[src/rtl/swire_cfg_pkg.sv]
package swire_cfg_pkg;

  localparam int WORD_W     = 8;
  localparam int NWORDS     = 3;
  localparam int ENTRY_BITS = 6;
  localparam int FRAME_BITS = WORD_W + 2;

  typedef logic [NWORDS-1:0][WORD_W-1:0] word_arr_t;

  typedef enum logic [2:0] {
    ST_IDLE     = 3'd0,
    ST_PROG     = 3'd1,
    ST_NV_PLAIN = 3'd2,
    ST_NV_LOCK  = 3'd3,
    ST_RDBK     = 3'd4,
    ST_LOAD     = 3'd5
  } cfg_state_e;

  // entry codes, first received bit at index 0
  localparam logic [ENTRY_BITS-1:0] CODE_PROG = 6'b001100;
  localparam logic [ENTRY_BITS-1:0] CODE_RDBK = 6'b110111;

  // jump payloads, payload bit 0 received first
  localparam logic [WORD_W-1:0] JMP_EXIT    = 8'hFF;
  localparam logic [WORD_W-1:0] JMP_NV      = 8'h0F;
  localparam logic [WORD_W-1:0] JMP_NV_LOCK = 8'hAA;
  localparam logic [WORD_W-1:0] JMP_NV_EXIT = 8'h00;

endpackage

[src/rtl/swire_frame_acc.sv]
module swire_frame_acc
  import swire_cfg_pkg::*;
(
  input  logic                  clk,
  input  logic                  rst_n,
  input  logic                  bit_vld,
  input  logic                  bit_val,
  input  logic                  flush,
  input  logic                  long_frame,
  output logic                  done,
  output logic [FRAME_BITS-1:0] frame
);

  localparam int CW = $clog2(FRAME_BITS);
  localparam logic [CW-1:0] LAST_LONG  = CW'(FRAME_BITS - 1);
  localparam logic [CW-1:0] LAST_SHORT = CW'(ENTRY_BITS - 1);

  logic [CW-1:0]         cnt_q, cnt_d;
  logic [FRAME_BITS-1:0] frm_q, frm_d;
  logic [CW-1:0]         last_idx;

  assign last_idx = long_frame ? LAST_LONG : LAST_SHORT;
  assign done     = bit_vld && !flush && (cnt_q == last_idx);

  always_comb begin
    frame = frm_q;
    frame[cnt_q] = bit_val;
  end

  always_comb begin
    cnt_d = cnt_q;
    frm_d = frm_q;
    if (flush) begin
      cnt_d = '0;
    end else if (bit_vld) begin
      frm_d = frame;
      cnt_d = done ? '0 : cnt_q + 1'b1;
    end
  end

  always_ff @(posedge clk or negedge rst_n) begin
    if (!rst_n) begin
      cnt_q <= '0;
      frm_q <= '0;
    end else if (flush || bit_vld) begin
      cnt_q <= cnt_d;
      frm_q <= frm_d;
    end
  end

endmodule

[src/rtl/swire_nv_shadow.sv]
module swire_nv_shadow
  import swire_cfg_pkg::*;
#(
  parameter word_arr_t DEFS = '0
) (
  input  logic      clk,
  input  logic      por_n,
  input  logic      commit,
  input  logic      lock_req,
  input  word_arr_t wr_words,
  output word_arr_t nv_words,
  output logic      locked,
  output logic      written,
  output logic      prog_pulse,
  output logic      lock_pulse
);

  word_arr_t words_q, words_d;
  logic      lock_q, lock_d, wr_q, wr_d, prog_q, lk_p_q;
  logic      accept;

  assign accept = commit && !lock_q;

  always_comb begin
    words_d = words_q;
    lock_d  = lock_q;
    wr_d    = wr_q;
    if (accept) begin
      words_d = wr_words;
      wr_d    = 1'b1;
      lock_d  = lock_q | lock_req;
    end
  end

  always_ff @(posedge clk or negedge por_n) begin
    if (!por_n) begin
      words_q <= DEFS;
      lock_q  <= 1'b0;
      wr_q    <= 1'b0;
      prog_q  <= 1'b0;
      lk_p_q  <= 1'b0;
    end else begin
      if (accept) begin
        words_q <= words_d;
        lock_q  <= lock_d;
        wr_q    <= wr_d;
      end
      prog_q <= accept;
      lk_p_q <= accept && lock_req;
    end
  end

  assign nv_words   = words_q;
  assign locked     = lock_q;
  assign written    = wr_q;
  assign prog_pulse = prog_q;
  assign lock_pulse = lk_p_q;

endmodule

[src/rtl/swire_word_bank.sv]
module swire_word_bank
  import swire_cfg_pkg::*;
#(
  parameter word_arr_t DEFS = '0
) (
  input  logic              clk,
  input  logic              rst_n,
  input  logic              load_all,
  input  word_arr_t         load_words,
  input  logic [NWORDS-1:0] wr_en,
  input  logic [WORD_W-1:0] wr_data,
  output word_arr_t         words
);

  for (genvar i = 0; i < NWORDS; i++) begin : g_word
    logic [WORD_W-1:0] w_q, w_d;
    logic              w_ce;

    assign w_ce = load_all || wr_en[i];

    always_comb begin
      w_d = wr_data;
      if (load_all) w_d = load_words[i];
    end

    always_ff @(posedge clk or negedge rst_n) begin
      if (!rst_n)     w_q <= DEFS[i];
      else if (w_ce)  w_q <= w_d;
    end

    assign words[i] = w_q;
  end

endmodule

[src/rtl/swire_cfg_fsm.sv]
module swire_cfg_fsm
  import swire_cfg_pkg::*;
#(
  parameter int               RB_BITS = 30,
  parameter logic [WORD_W-1:0] DEF_W0 = 8'h02,
  parameter logic [WORD_W-1:0] DEF_W1 = 8'h02,
  parameter logic [WORD_W-1:0] DEF_W2 = 8'h0C
) (
  input  logic              clk,
  input  logic              rst_n,
  input  logic              por_n,
  input  logic              bit_vld,
  input  logic              bit_val,
  input  logic              timeout,
  input  logic              en_pin,
  output logic [WORD_W-1:0] word0,
  output logic [WORD_W-1:0] word1,
  output logic [WORD_W-1:0] word2,
  output logic [2:0]        cfg_state,
  output logic              prog_strobe,
  output logic              lock_strobe,
  output logic              out_en,
  output logic              nv_locked,
  output logic              nv_written
);

  localparam word_arr_t DEFS = {DEF_W2, DEF_W1, DEF_W0};
  localparam int RBW = $clog2(RB_BITS + 1);
  localparam logic [RBW-1:0] RB_LAST = RBW'(RB_BITS - 1);

  cfg_state_e state_q, state_d;
  logic [RBW-1:0] rb_cnt_q, rb_cnt_d;

  logic                  acc_vld, acc_done;
  logic [FRAME_BITS-1:0] frame;
  logic [1:0]            sel;
  logic [WORD_W-1:0]     payload;
  logic                  is_jump;
  logic [NWORDS-1:0]     wr_en;
  logic                  commit, lock_req;
  word_arr_t             work_words, nv_words;

  assign acc_vld = bit_vld && (state_q != ST_RDBK) && (state_q != ST_LOAD);
  assign sel     = frame[1:0];
  assign payload = frame[FRAME_BITS-1:2];
  assign is_jump = (sel == 2'b11);

  swire_frame_acc u_acc (
    .clk       (clk),
    .rst_n     (rst_n),
    .bit_vld   (acc_vld),
    .bit_val   (bit_val),
    .flush     (timeout),
    .long_frame(state_q != ST_IDLE),
    .done      (acc_done),
    .frame     (frame)
  );

  // next-state logic
  always_comb begin
    state_d  = state_q;
    rb_cnt_d = '0;
    wr_en    = '0;
    unique case (state_q)
      ST_LOAD: state_d = ST_IDLE;
      ST_IDLE: begin
        if (acc_done) begin
          if (frame[ENTRY_BITS-1:0] == CODE_PROG)      state_d = ST_PROG;
          else if (frame[ENTRY_BITS-1:0] == CODE_RDBK) state_d = ST_RDBK;
        end
      end
      ST_PROG: begin
        if (acc_done) begin
          if (is_jump) begin
            unique case (payload)
              JMP_NV:      state_d = ST_NV_PLAIN;
              JMP_NV_LOCK: state_d = ST_NV_LOCK;
              default:     state_d = ST_IDLE;
            endcase
          end else begin
            unique case (sel)
              2'b00:   wr_en = 3'b001;
              2'b01:   wr_en = 3'b010;
              default: wr_en = 3'b100;
            endcase
          end
        end
      end
      ST_NV_PLAIN, ST_NV_LOCK: begin
        if (acc_done && is_jump && (payload == JMP_NV_EXIT)) state_d = ST_IDLE;
      end
      ST_RDBK: begin
        rb_cnt_d = rb_cnt_q;
        if (timeout) begin
          state_d = ST_IDLE;
        end else if (bit_vld) begin
          if (rb_cnt_q == RB_LAST) state_d = ST_IDLE;
          else                     rb_cnt_d = rb_cnt_q + 1'b1;
        end
      end
      default: state_d = ST_IDLE;
    endcase
  end

  always_ff @(posedge clk or negedge rst_n) begin
    if (!rst_n) begin
      state_q  <= ST_LOAD;
      rb_cnt_q <= '0;
    end else begin
      state_q  <= state_d;
      rb_cnt_q <= rb_cnt_d;
    end
  end

  assign commit   = (state_q == ST_PROG) &&
                    ((state_d == ST_NV_PLAIN) || (state_d == ST_NV_LOCK));
  assign lock_req = (state_d == ST_NV_LOCK);

  swire_word_bank #(.DEFS(DEFS)) u_bank (
    .clk       (clk),
    .rst_n     (rst_n),
    .load_all  (state_q == ST_LOAD),
    .load_words(nv_words),
    .wr_en     (wr_en),
    .wr_data   (payload),
    .words     (work_words)
  );

  swire_nv_shadow #(.DEFS(DEFS)) u_nv (
    .clk       (clk),
    .por_n     (por_n),
    .commit    (commit),
    .lock_req  (lock_req),
    .wr_words  (work_words),
    .nv_words  (nv_words),
    .locked    (nv_locked),
    .written   (nv_written),
    .prog_pulse(prog_strobe),
    .lock_pulse(lock_strobe)
  );

  always_comb begin
    unique case (state_q)
      ST_IDLE: out_en = en_pin;
      ST_LOAD: out_en = 1'b0;
      default: out_en = 1'b1;
    endcase
  end

  assign word0     = work_words[0];
  assign word1     = work_words[1];
  assign word2     = work_words[2];
  assign cfg_state = state_q;

endmodule

[config.mk]
export PLATFORM = sky130hd
export DESIGN_NAME = swire_cfg_fsm
export DESIGN_NICKNAME = d
export VERILOG_FILES = /design/src/rtl/swire_cfg_pkg.sv /design/src/rtl/swire_frame_acc.sv /design/src/rtl/swire_nv_shadow.sv /design/src/rtl/swire_word_bank.sv /design/src/rtl/swire_cfg_fsm.sv
export SDC_FILE = /design/constraint.sdc
export NUM_CORES = 1
export LEC_CHECK = 0
export BUFFER_PORTS_ARGS = -buffer_cell sky130_fd_sc_hd__buf_2
export CORE_MARGIN = 10
export CORE_UTILIZATION = 48
export CTS_CLUSTER_DIAMETER = 60
export DETAILED_ROUTE_END_ITERATION = 8
export GPL_TIMING_DRIVEN = 0
export HOLD_SLACK_MARGIN = 0.02
export PLACE_DENSITY = 0.66
export RECOVER_POWER = 50
export SYNTH_ARGS = -nofsm -noshare
export SYNTH_HDL_FRONTEND = slang
export SYNTH_SLANG_ARGS = --single-unit
[constraint.sdc]
create_clock -name clk -period 2.5 [get_ports clk]
set_clock_uncertainty 0.15 [all_clocks]
set_input_delay 0.5 -clock clk [delete_from_list [all_inputs] [get_ports clk]]
set_output_delay 0.5 -clock clk [all_outputs]
set_load 0.01 [all_outputs]
# Word-level counts from Yosys, hierarchy flattened
# Cells that the tools add are included.
totals:
  regBits: 74
  latchBits: 0
  mem_bits_rw: 0
  romBits: 0
  input_bits: 7
  output_inout_bits: 32
  n_memories: 0
classes:
  add_sub_neg: 2
  multipliers: 0
  div: 0
  magnitude_cmp: 2
  n_eq_ne: 20
  shifts: 0
  n_mux: 30
  bitwise: 2
  n_reduce_logical: 26
ops:
  columns: ["cell", "count"]
  rows:
  - ["3-bit two-way mux", 12]
  - ["8-bit two-way mux", 3]
  - ["5-bit two-way mux", 4]
  - ["4-bit two-way mux", 4]
  - ["3-bit by 2-bit == test with 1-bit output, second input constant", 4]
  - ["3-bit case mux with 4 select lines", 1]
  - ["10-bit bitwise mux", 1]
  - ["1-bit logical AND", 10]
  - ["8-bit by 4-bit == test with 1-bit output, second input constant", 1]
  - ["8-bit == test, second input constant", 1]
  - ["8-bit logical NOT", 1]
  - ["3-bit == test, second input constant", 2]
  - ["6-bit by 4-bit == test with 1-bit output, second input constant", 1]
  - ["6-bit == test, second input constant", 1]
  - ["2-bit != test, second input constant", 3]
  - ["3-bit != test, second input constant", 2]
  - ["3-bit case mux with 2 select lines", 1]
  - ["3-bit AND reduction", 2]
  - ["5-bit by 1-bit adder with 5-bit output, second input constant", 1]
  - ["5-bit == test, second input constant", 1]
  - ["1-bit logical OR", 5]
  - ["4-bit by 5-bit < comparator with 1-bit output, second input constant", 1]
  - ["4-bit by 1-bit adder with 4-bit output, second input constant", 1]
  - ["1-bit demux with 4-bit select", 1]
  - ["17 further kinds", 18]

# Logic depth before layout (Yosys ltp)
# Gate-level depths: netlist of run 1.
depth:
  word_depth: 15
  mapped_depth: 11
  mapped_depth_nobuf: 8

# Modules after synthesis
# A second synthesis of run 1 with hierarchy kept.
unflattened:
  cells_unflattened: 315
  hier_area_um2: 3774.9
modules_own_cells:
  columns: ["mod", "n_inst", "cells_each", "area_each_um2"]
  rows:
  - ["swire_word_bank", 1, 104, 1128.6]
  - ["swire_nv_shadow", 1, 59, 1119.8]
  - ["swire_frame_acc", 1, 81, 905.9]
  - ["swire_cfg_fsm", 1, 71, 620.6]

# Worst setup path after synthesis of run 1
# No wires, ideal clock.
synth_timing:
  kind: "reg-to-reg"
  startpoint: "register u_acc.cnt_q[0]"
  endpoint: "register u_nv.words_q, in the netlist u_nv.nv_words[10]"
  setup_time_ns: 0.125
  arrival_ns: 2.444
  required_ns: 2.225
  setup_slack_ns: -0.219
  path_stages_with_launch: 11
  path_buffers: 2
  cell_sequence: "dfrtp_1 inv_1 ha_1 nor3b_1 mux2_2 nor4b_2 and4_1 o21ba_1 buf_6 buf_12 mux2_4"
synth_between:
  elab_chain_len: 14
synth_lines:
  columns: ["item", "line", "rtl"]
  rows:
  - ["start, declared", "swire_frame_acc.sv:18", "logic [CW-1:0] cnt_q, cnt_d;"]
  - ["start signal, assigned", "swire_frame_acc.sv:46", "cnt_q <= cnt_d;"]
  - ["4-bit by 5-bit < comparator with 1-bit output (not written as such) or 4-bit by 1-bit greater-or-equal comparator with 1-bit output (tied branches)", "swire_frame_acc.sv:27", "frame[cnt_q] = bit_val;"]
  - ["1-bit logical AND (not written as such)", "swire_frame_acc.sv:27", null]
  - ["1-bit two-way mux (not written as such)", "swire_frame_acc.sv:27", null]
  - ["1-bit demux with 4-bit select", null, null]
  - ["10-bit bitwise mux", "swire_frame_acc.sv:27", null]
  - ["8-bit == test (tied with other cells)", "swire_cfg_fsm.sv:75", "unique case (payload)"]
  - ["2-bit case mux with 2 select lines (tied with other cells)", "swire_cfg_fsm.sv:75", null]
  - ["3-bit two-way mux (tied with other cells)", "swire_cfg_fsm.sv:74", "if (is_jump) begin"]
  - ["3-bit two-way mux, on equally long branches", "swire_cfg_fsm.sv:73, swire_cfg_fsm.sv:67, swire_cfg_fsm.sv:90", null]
  - ["3-bit case mux with 4 select lines (*)", "swire_cfg_fsm.sv:64", "unique case (state_q)"]
  - ["3-bit by 2-bit == test with 1-bit output", "swire_cfg_fsm.sv:116", "((state_d == ST_NV_PLAIN) || (state_d == ST_NV_LOCK));"]
  - ["1-bit logical OR (*)", "swire_cfg_fsm.sv:116", null]
  - ["1-bit logical AND (*)", "swire_cfg_fsm.sv:115", "assign commit = (state_q == ST_PROG) &&"]
  - ["1-bit logical AND (*)", "swire_nv_shadow.sv:22", "assign accept = commit && !lock_q;"]
  - ["end signal, assigned", "swire_nv_shadow.sv:44", "words_q <= words_d;"]
  - ["end, declared", "swire_nv_shadow.sv:18", "word_arr_t words_q, words_d;"]
# Mark *: on every way between the ends. The rest lies on a longest branch, timed or not.
# A chain may end at the register's enable or synchronous reset.

# Worst setup path after layout of run 1
layout_timing:
  startpoint: "register u_acc.cnt_q[0]"
  endpoint: "register u_nv.words_q, in the netlist u_nv.nv_words[7]"
# Same word-level chain as after synthesis.

==> results of run 1 <==
[cells in the mapped netlist (3+ instances only)]
cell type	count	area, um^2
nor2_1	9	33.8
mux2_2	10	113
nand2b_1	5	31.3
o21ai_0	31	155
nand2_1	52	195
mux2i_1	27	270
ha_1	6	75.1
buf_6	3	33.8
mux2_4	22	330
dfstp_2	10	263
nor2b_1	3	18.8
inv_1	8	30.0
clkbuf_1	8	30.0
nand3b_1	8	60.1
nand3_1	3	15.0
buf_2	3	15.0
nand4_1	3	18.8
a21oi_1	4	20.0
and4_1	5	43.8
xor2_1	3	26.3
nor3b_1	3	22.5
o31ai_1	4	30.0
nor3_1	3	15.0
dfrtp_1	64	1600
[critical path, stage by stage, from the launching register on]
cell and delay, ns:
dfrtp_2 0.46, ha_1 0.27, nand3b_1 0.15, mux2_4 0.39
nor4_4 0.22, nor3b_2 0.23, o21ba_1 0.17, buf_6 0.14
buf_12 0.15, mux2_4 0.30
[worst min-delay path by stage]
stage	from	endpoint	slack, ns	cells past startpoint
CTS	por_n	u_nv.written$_DFFE_PN0P_	0.04	1
detailed placement	u_nv.written$_DFFE_PN0P_	u_nv.written$_DFFE_PN0P_	0.30	1
global placement	u_nv.written$_DFFE_PN0P_	u_nv.written$_DFFE_PN0P_	0.30	1
finish	rst_n	u_bank.g_word[0].w_q[7]$_DFFE_PN0P_	0.25	1
floorplan	rst_n	cfg_state[1]$_DFF_PN0_	0.05	0
global route	timeout	cfg_state[2]$_DFF_PN1_	0.28	3
[through the flow]
step,instance area (um^2),util,setup TNS [ns]
finish,4660,0.609,-5.69
global route,4660,0.609,-8.13
CTS,4560,0.597,-5.11
detailed placement,4090,0.534,-9.87
global placement,4090,0.534,-9.20
floorplan,3770,-,-1.43
[area by class of cell]
type	instances	area, um^2	share of cell area
Inverter	8	35.0	0.00752
Buffer	17	136	0.0293
Timing Repair Buffer	61	387	0.0830
Sequential cell	74	1870	0.401
Clock buffer	10	128	0.0274
Tap cell	102	128	0.0274
Multi-Input combinational cell	228	1880	0.405
Clock inverter	6	90.1	0.0193
[power by group]
group / total [mW] / switching (mW) / internal (mW)
Combinational: 0.434 / 0.225 / 0.208
Clock: 1.03 / 0.468 / 0.566
Sequential: 1.27 / 0.0328 / 1.23
Total: 2.74 / 0.726 / 2.01
[cell families (layout without fill, tap and decap cells)]
logic type | Yosys count | in the layout | share of synthesized area
xor+xnor | 4 | 4 | 0.00935
buf+inv | 26 | 102 | 0.0431
simple gates | 108 | 108 | 0.156
mux | 60 | 60 | 0.194
compound gates | 50 | 50 | 0.0801
flops | 74 | 74 | 0.497
fa+ha+maj | 6 | 6 | 0.0200
[state kept, by name, indices dropped and copies added, names as in the netlist]
name,count
rb_cnt_q,5
u_nv.written,1
u_nv.nv_words,24
u_nv.lock_pulse,1
u_acc.cnt_q,4
u_nv.locked,1
u_bank.g_word.w_q,24
cfg_state,3
u_acc.frm_q,10
u_nv.prog_pulse,1
[per-layer routing]
| layer | vias up | GRT usage |
|---|---|---|
| met5 | - | 0 |
| met4 | 0 | 0.0537 |
| met3 | 11 | 0.0464 |
| met2 | 59 | 0.256 |
| met1 | 1368 | 0.201 |
| li1 | 1288 | - |
[timing repair]
action	in CTS	in global routing
setup endpoints to repair	38	54
pin swaps	7	5
setup buffers	18	5
gates resized for setup	23	22
hold buffers	0	0
==> results.txt, run 1 <==
first-pass GRT wire length -> 14,800 um
Rel. slew slack -> -0.0563
# clock sinks -> 74
commonest non-fill, non-tap cell in the layout -> dfrtp_1
overall power -> 2.74 mW
post-synthesis cell count -> 328
Final Max Slew Viols -> 29
clock buffer depth -> 2
nature of the critical path startpoint -> register
M1 WL -> 4060 um
top sig layer -> met4
YS warnings -> 0
# rows -> 32
nets -> 412
DP HPWL -> 5690 um
syn avg cell area -> 11.4 um^2
RSZ-0062 raised after global routing -> yes
routed wl met3 -> 452 um
core area -> 7650 um^2
Main synth FF type -> dfrtp_1
CP Data Arrival Time -> 2.84 ns
number of global-route vias before repair -> 2,899
Worst EP required -> 2.58 ns
H-Tree Depth -> 3
number of CTS-inserted buffers -> 9
final worst slack -> -0.254 ns
FMAX -> 363 MHz
GR Overflow Total -> 0
vias per cell -> 5.39
Vias -> 2,726
pre-CTS setup slack -> -0.385 ns
clk slew on worst S/H paths -> 0.08 ns
worst-margin pin slew -> 1.58 ns
smallest hold slack -> 0.249 ns
Crit Path Max Fanout -> 10
reg2reg end -> u_nv.nv_words[7]$_DFFE_PN0P_
Worst VDD drop -> 0.380 mV
Starting Density -> 0.490
clock latency on the worst-skew pair -> 0.35 ns
Routed WL -> 8750 um
Crit. Startpoint -> u_acc.cnt_q[0]$_DFFE_PN0P_
MaxCap Viol Count -> 1
Leak Pwr -> 2.09 nW
power density over cell area -> 587 nW/um^2
Root Buffer -> clkbuf_8
post-synthesis net count -> 341
Die ar. -> 11,700 um^2
pin count of the biggest net entering global routing -> 47
Port Buf Inserts -> 38
ys async rst share -> 1.00
DIE HEIGHT -> 108 um
initial antenna violation count -> 0
Tot GR Track Use -> 0.159
final setup fails -> 27
CP endpoint kind -> register
Fin. Hold Viols -> 0
share of cells above drive strength 1 -> 0.379
cells on worst reg2reg path -> 9
Distinct cells, synth -> 49
reg2reg start -> u_acc.cnt_q[0]$_DFFE_PN0P_
failing checks -> max-capacitance violations, max-slew violations, negative setup slack
GPL Wtd Cong -> 0.805
Hold Path Class -> in -> async
sequential-to-total area share from yosys stat -> 0.497
most frequent cells in the layout -> dfrtp_1 (60), nand2_1 (52), buf_2 (35)
Initial DRC Count -> 105
DRC viols -> 0
Yosys reg bits -> 74
crit path time final -> 2.75 ns
IO Count -> 39
worst setup path end -> u_nv.nv_words[7]$_DFFE_PN0P_
EDFF count, synth -> 0
fill cell count -> 637
Die X -> 108 um
Finished Layout Cells -> 506
Reg2Reg Setup Slack -> -0.25 ns
DR WL/cell -> 17.3 um
Synth Cell Area -> 3750 um^2
final antenna-violating net count -> 0
# diodes -> 0
Tcrit/Tclk final -> 1.10
Synth-to-Final Area Change -> 24.2%
Placed Cells incl. Taps -> 468
1st-pass router iterations -> 4
CTS tree -> built
Met2 Routed Length -> 4100 um
outcome -> complete, but fails checks
Worst Path Class, Setup -> reg -> reg
Power figures use the tool's default switching activity.
==> run 2, diff against run 1 <==
Settings changed: ABC_AREA from default to 1, BUFFER_PORTS_ARGS -buffer_cell sky130_fd_sc_hd__buf_2 to -buffer_cell sky130_fd_sc_hd__buf_4.
==> run 2 against run 1 <==
Effect of this change:
- the run now ends clean
- critical path depth decreased by 4
- final cell count increased by 23%
- wire length increased by 9.2%
- critical endpoint is now out_en
- largest cell class is now sequential cells
- largest power group unchanged
- highest routed layer unchanged
==> results.txt, run 2 <==
outcome -> finished, final reports clean
Yosys reg bits -> 74
Vias -> 3,198
cell taking the most area after synthesis -> dfrtp_1
reg2reg start -> u_acc.cnt_q[0]$_DFFE_PN0P_
1st-pass router iterations -> 5
min-delay src -> timeout
FMAX -> 422 MHz
nature of the critical path startpoint -> register
core area -> 7810 um^2
Crit Path Max Fanout -> 10
worst-margin pin slew -> 1.24 ns
ys async rst share -> 1.00
Starting Density -> 0.498
DP HPWL -> 6750 um
smallest hold slack -> 0.161 ns
worst-path cell chain -> nand2_2 > nor2_4 > clkbuf_4 > nor2_1 > buf_4
number of global-route vias before repair -> 3,178
Leak Pwr -> 2.15 nW
Logic pwr share -> 0.124
initial antenna violation count -> 0
EDFF count, synth -> 0
YS warnings -> 0
overall power -> 2.62 mW
Die ar. -> 12,100 um^2
CP endpoint kind -> output pin
clock buffer depth -> 2
Routed WL -> 9560 um
RSZ-0062 raised after global routing -> no
MaxCap Viol Count -> 0
Worst path slowest cell -> dfstp_2
DR WL/cell -> 15.4 um
crit path time final -> 2.37 ns
Rel. slew slack -> 0.173
Initial DRC Count -> 186
DIE HEIGHT -> 110 um
CP Data Arrival Time -> 1.72 ns
Fin. Hold Viols -> 0
vias per cell -> 5.15
Worst Path Class, Setup -> reg -> out
# clock sinks -> 74
GPL Wtd Cong -> 0.892
Hold Crit Depth -> 2
Tcrit/Tclk final -> 0.948
Sw Share -> 0.281
Finished Layout Cells -> 621
# diodes -> 0
pin count of the biggest net entering global routing -> 47
largest cells by area after synthesis -> dfrtp_1 (41%), nand2_1 (11%), dfstp_2 (6.8%)
cells on worst reg2reg path -> 12
# rows -> 32
Main synth FF type -> dfrtp_1
commonest cells in the synthesized netlist -> nand2_1 (114), dfrtp_1 (64), nand3_1 (51), inv_1 (44), nand2_2 (28)
Port Buf Inserts -> 37
number of CTS-inserted buffers -> 9
CTS tree -> built
Final Max Slew Viols -> 0
Worst EP required -> 1.85 ns
H-Tree Depth -> 3
Crit. Startpoint -> cfg_state[2]$_DFF_PN1_
final setup TNS -> 0 ns
net switching power -> 0.736 mW
sequential-to-total area share from yosys stat -> 0.480
top cell type's share of synthesized area -> 0.412
Synth Cell Area -> 3880 um^2
DRC viols -> 0
Root Buffer -> clkbuf_8
slowest stage delay, CP -> 0.59 ns
GR Overflow Total -> 0
first-pass GRT wire length -> 16,300 um
Die X -> 110 um
post-synthesis cell count -> 466
Synth-to-Final Area Change -> 15.8%
most frequent cells in the layout -> nand2_1 (114), dfrtp_1 (64), nand3_1 (50)
share of cells above drive strength 1 -> 0.227
Tot GR Track Use -> 0.170
count leader, synth -> nand2_1
commonest non-fill, non-tap cell in the layout -> nand2_1
clock network fraction of total power -> 0.398
Placed Cells incl. Taps -> 605
syn avg cell area -> 8.34 um^2
final antenna-violating net count -> 0
Worst VDD drop -> 0.377 mV
clock latency on the worst-skew pair -> 0.35 ns
post-synthesis net count -> 479
fill cell count -> 724
power density over cell area -> 583 nW/um^2
Seq pwr share -> 0.478
final setup fails -> 0
nets -> 527
Distinct cells, synth -> 32
Hold Path Class -> in -> reg
Internal Power -> 1.88 mW
IO Count -> 39
clk slew on worst S/H paths -> 0.08 ns
[run 2: changes by cell type in the layout (fill, tap and decap cells not counted), moves of 8 or more]
cell / before / now
nand2_1: 52 / 114
nand3_1: 3 / 50
inv_1: 6 / 44
buf_2: 35 / 2
mux2_4: 29 / 0
nand2_2: 0 / 28
mux2i_1: 24 / 0
nor2_1: 9 / 26
a22oi_1: 0 / 16
o21ai_1: 1 / 13
clkbuf_1: 11 / 20
inv_2: 0 / 8
nand3b_1: 8 / 0
[run 2: kinds of logic (layout without fill, tap and decap cells)]
logic type      count (synthesis)  after routing  share of synthesized area
compound gates                 69             69                      0.102
xor+xnor                        3              3                    0.00676
fa+ha+maj                       6              6                     0.0193
buf+inv                        67            120                     0.0770
flops                          74             74                      0.480
simple gates                  247            247                      0.315
[run 2: timing repair]
item,in CTS,in global routing
pin swaps,0,1
setup endpoints to repair,11,50
endpoints found under the hold margin,24,0
gates resized for setup,3,12
hold buffers,1,0
setup buffers,0,0
[run 2: path summary, 6_finish.rpt]
check	slack (ns)	to
hold reg to reg	0.32	u_nv.nv_words[18]$_DFFE_PN1P_
hold / removal	0.16	cfg_state[2]$_DFF_PN1_
setup / recovery	0.13	out_en
min in group asynchronous	0.25	u_acc.cnt_q[2]$_DFFE_PN0P_
max in group asynchronous	1.12	u_nv.nv_words[6]$_DFFE_PN0P_
setup reg to reg	0.19	u_nv.nv_words[15]$_DFFE_PN0P_
[run 2: power by group through the flow]
| stage | Clock, mW | Sequential, mW | Combinational, mW |
|---|---|---|---|
| floorplan | 0 | 1.27 | 0.214 |
| global placement | 0 | 1.27 | 0.315 |
| detailed placement | 0 | 1.28 | 0.318 |
| CTS | 1.06 | 1.25 | 0.321 |
| global route | 1.11 | 1.26 | 0.367 |
| finish | 1.04 | 1.25 | 0.325 |
[run 2: critical path, delay by kind of cell (launching register included)]
kind / cells / cell delay, ns
simple gates: 3 / 0.37
buf+inv: 2 / 0.41
flops: 1 / 0.59
[run 2: metrics by stage]
step	utilization	cell area, um^2	setup slack, ns
after CTS	0.579	4520	-0.0396
after global routing	0.576	4500	0.0247
after floorplan	-	3880	0.373
after global placement	0.550	4290	0.00203
final	0.576	4500	0.130
after detailed placement	0.550	4290	-0.00409
[run 2: final cells by class]
class                      count  area, um^2  share of cell area
inverter                      52         195              0.0434
sequential                    74        1860               0.414
clock inverter                 6        90.1              0.0200
tap                          102         128              0.0284
multi-input combinational    325        1760               0.392
buffer                        14         106              0.0236
clock buffer                  10         128              0.0284
timing repair buffer          38         223              0.0495
[run 2: layer usage]
layer | global-route usage | routed length, um | up-vias | part of all wire
met5 | 0 | 0 | - | 0
met4 | 0.0455 | 109 | 0 | 0.011
met3 | 0.0328 | 519 | 9 | 0.054
met2 | 0.258 | 4240 | 86 | 0.44
met1 | 0.241 | 4690 | 1495 | 0.49
li1 | - | - | 1608 | -
==> run 3, diff against run 2 <==
Settings changed: PLACE_DENSITY 0.66 to 0.75.
==> run 3 against run 2 <==
Effect of this change:
- the flow now finishes with violations (max-capacitance violations, max-slew violations)
- clock power hardly changed
- via count is 5.3% higher
- critical path depth stayed put
- clock-buffer cell count stayed put
- utilization is 0.38 points higher
- global-route usage is 0.33 points higher
- hold slack better by 0.0016 ns
- setup slack better by 0.016 ns
- fmax is 0.66% higher
- wire length is 3.3% higher
- total power is 0.59% higher
- die area stayed put
- critical path type unchanged
==> results.txt, run 3 (synthesis gave the netlist of run 2 again) <==
Top Family by Delay on Critical Path -> flip-flops
Tcrit/Tclk final -> 0.942
Rel. slew slack -> -0.0448
smallest hold slack -> 0.163 ns
final antenna-violating net count -> 0
CTS tree -> built
Hold Path Class -> in -> reg
H-Tree Depth -> 3
number of global-route vias before repair -> 3,342
Crit Path Max Fanout -> 10
final setup fails -> 0
most frequent cells in the layout -> nand2_1 (114), dfrtp_1 (63), nand3_1 (50)
Die ar. -> 12,100 um^2
Initial DRC Count -> 170
nature of the critical path startpoint -> register
min-delay src -> timeout
reg2reg start -> u_acc.cnt_q[0]$_DFFE_PN0P_
FMAX -> 425 MHz
first-pass GRT wire length -> 16,600 um
Routed WL -> 9870 um
MaxCap Viol Count -> 1
Worst VDD drop -> 0.476 mV
Worst Path Class, Setup -> reg -> out
DR WL/cell -> 15.9 um
core area -> 7810 um^2
Synth-to-Final Area Change -> 16.6%
Fin. Hold Viols -> 0
Crit. Startpoint -> cfg_state[2]$_DFF_PN1_
CP Data Arrival Time -> 1.70 ns
Leak Pwr -> 2.17 nW
Tot GR Track Use -> 0.173
commonest non-fill, non-tap cell in the layout -> nand2_1
1st-pass router iterations -> 7
clk slew on worst S/H paths -> 0.08 ns
Port Buf Inserts -> 37
initial antenna violation count -> 0
worst-path cell chain -> nand2_2 > nor2_4 > buf_4 > nor2_1 > buf_4
Starting Density -> 0.498
number of CTS-inserted buffers -> 9
share of cells above drive strength 1 -> 0.231
outcome -> complete, but fails checks
# diodes -> 0
Vias -> 3,369
Worst path slowest cell -> dfstp_2
CP endpoint kind -> output pin
pin count of the biggest net entering global routing -> 47
# clock sinks -> 74
Worst EP required -> 1.85 ns
fill cell count -> 700
nets -> 528
Buf/Inv on CP -> 2
slowest stage delay, CP -> 0.59 ns
worst-margin pin slew -> 1.57 ns
Placed Area -> 4290 um^2
# rows -> 32
Root Buffer -> clkbuf_8
IO Count -> 39
Final Max Slew Viols -> 29
DP HPWL -> 6960 um
crit path time final -> 2.35 ns
clock latency on the worst-skew pair -> 0.36 ns
DIE HEIGHT -> 110 um
GPL Wtd Cong -> 0.863
DRC viols -> 0
setup bufs post-CTS -> 0
GR Overflow Total -> 0
cell repeated most along the worst path -> buf_4
design area -> 4530 um^2
failing checks -> max-capacitance violations, max-slew violations
clock buffer depth -> 2
Die X -> 110 um
power density over cell area -> 582 nW/um^2
vias per cell -> 5.42
overall power -> 2.64 mW
## run 3: power by group
part / switching, mW / internal, mW
sequential: 0.0239 / 1.23
clock: 0.478 / 0.566
combinational: 0.246 / 0.0902
total: 0.749 / 1.89
## run 3: worst paths after layout
check	depth (start not counted)	slack (ns)	to
min in group asynchronous	2	0.78	rb_cnt_q[1]$_DFFE_PN0P_
max reg2reg	14	0.17	u_nv.nv_words[4]$_DFFE_PN0P_
max	5	0.15	out_en
max in group asynchronous	2	0.37	u_nv.nv_words[5]$_DFFE_PN0P_
min	2	0.16	cfg_state[2]$_DFF_PN1_
min reg2reg	2	0.32	u_nv.written$_DFFE_PN0P_
## run 3: metrics by stage
stage                     worst slack [ns]  cells  setup TNS (ns)   util
after floorplan                      0.373    466               0      -
after global placement              0.0334    605               0  0.550
after detailed placement           -0.0226    605          -0.168  0.550
after CTS                           0.0120    622               0  0.584
after global routing              -0.00373    622        -0.00373  0.580
final                                0.146    622               0  0.580
## run 3: layer usage
metal	global-route usage	vias up	routed length (um)
met5	0	-	0
met4	0.0818	0	204
met3	0.0398	17	640
met2	0.275	129	4720
met1	0.218	1613	4300
li1	-	1610	-
## run 3: cell type report
class | count | area, um^2 | area share
buffer | 14 | 105 | 0.0232
timing repair buffer | 39 | 243 | 0.0536
clock buffer | 10 | 128 | 0.0282
tap | 102 | 128 | 0.0282
inverter | 52 | 195 | 0.0431
multi-input combinational | 325 | 1770 | 0.392
clock inverter | 6 | 90.1 | 0.0199
sequential | 74 | 1870 | 0.412
## run 3: repair_timing
action                     4_1_cts  5_1_grt
gates resized for setup          8        8
hold endpoints to repair        26        0
setup endpoints to repair       27       36
hold buffers                     2        0
pin swaps                        1        1
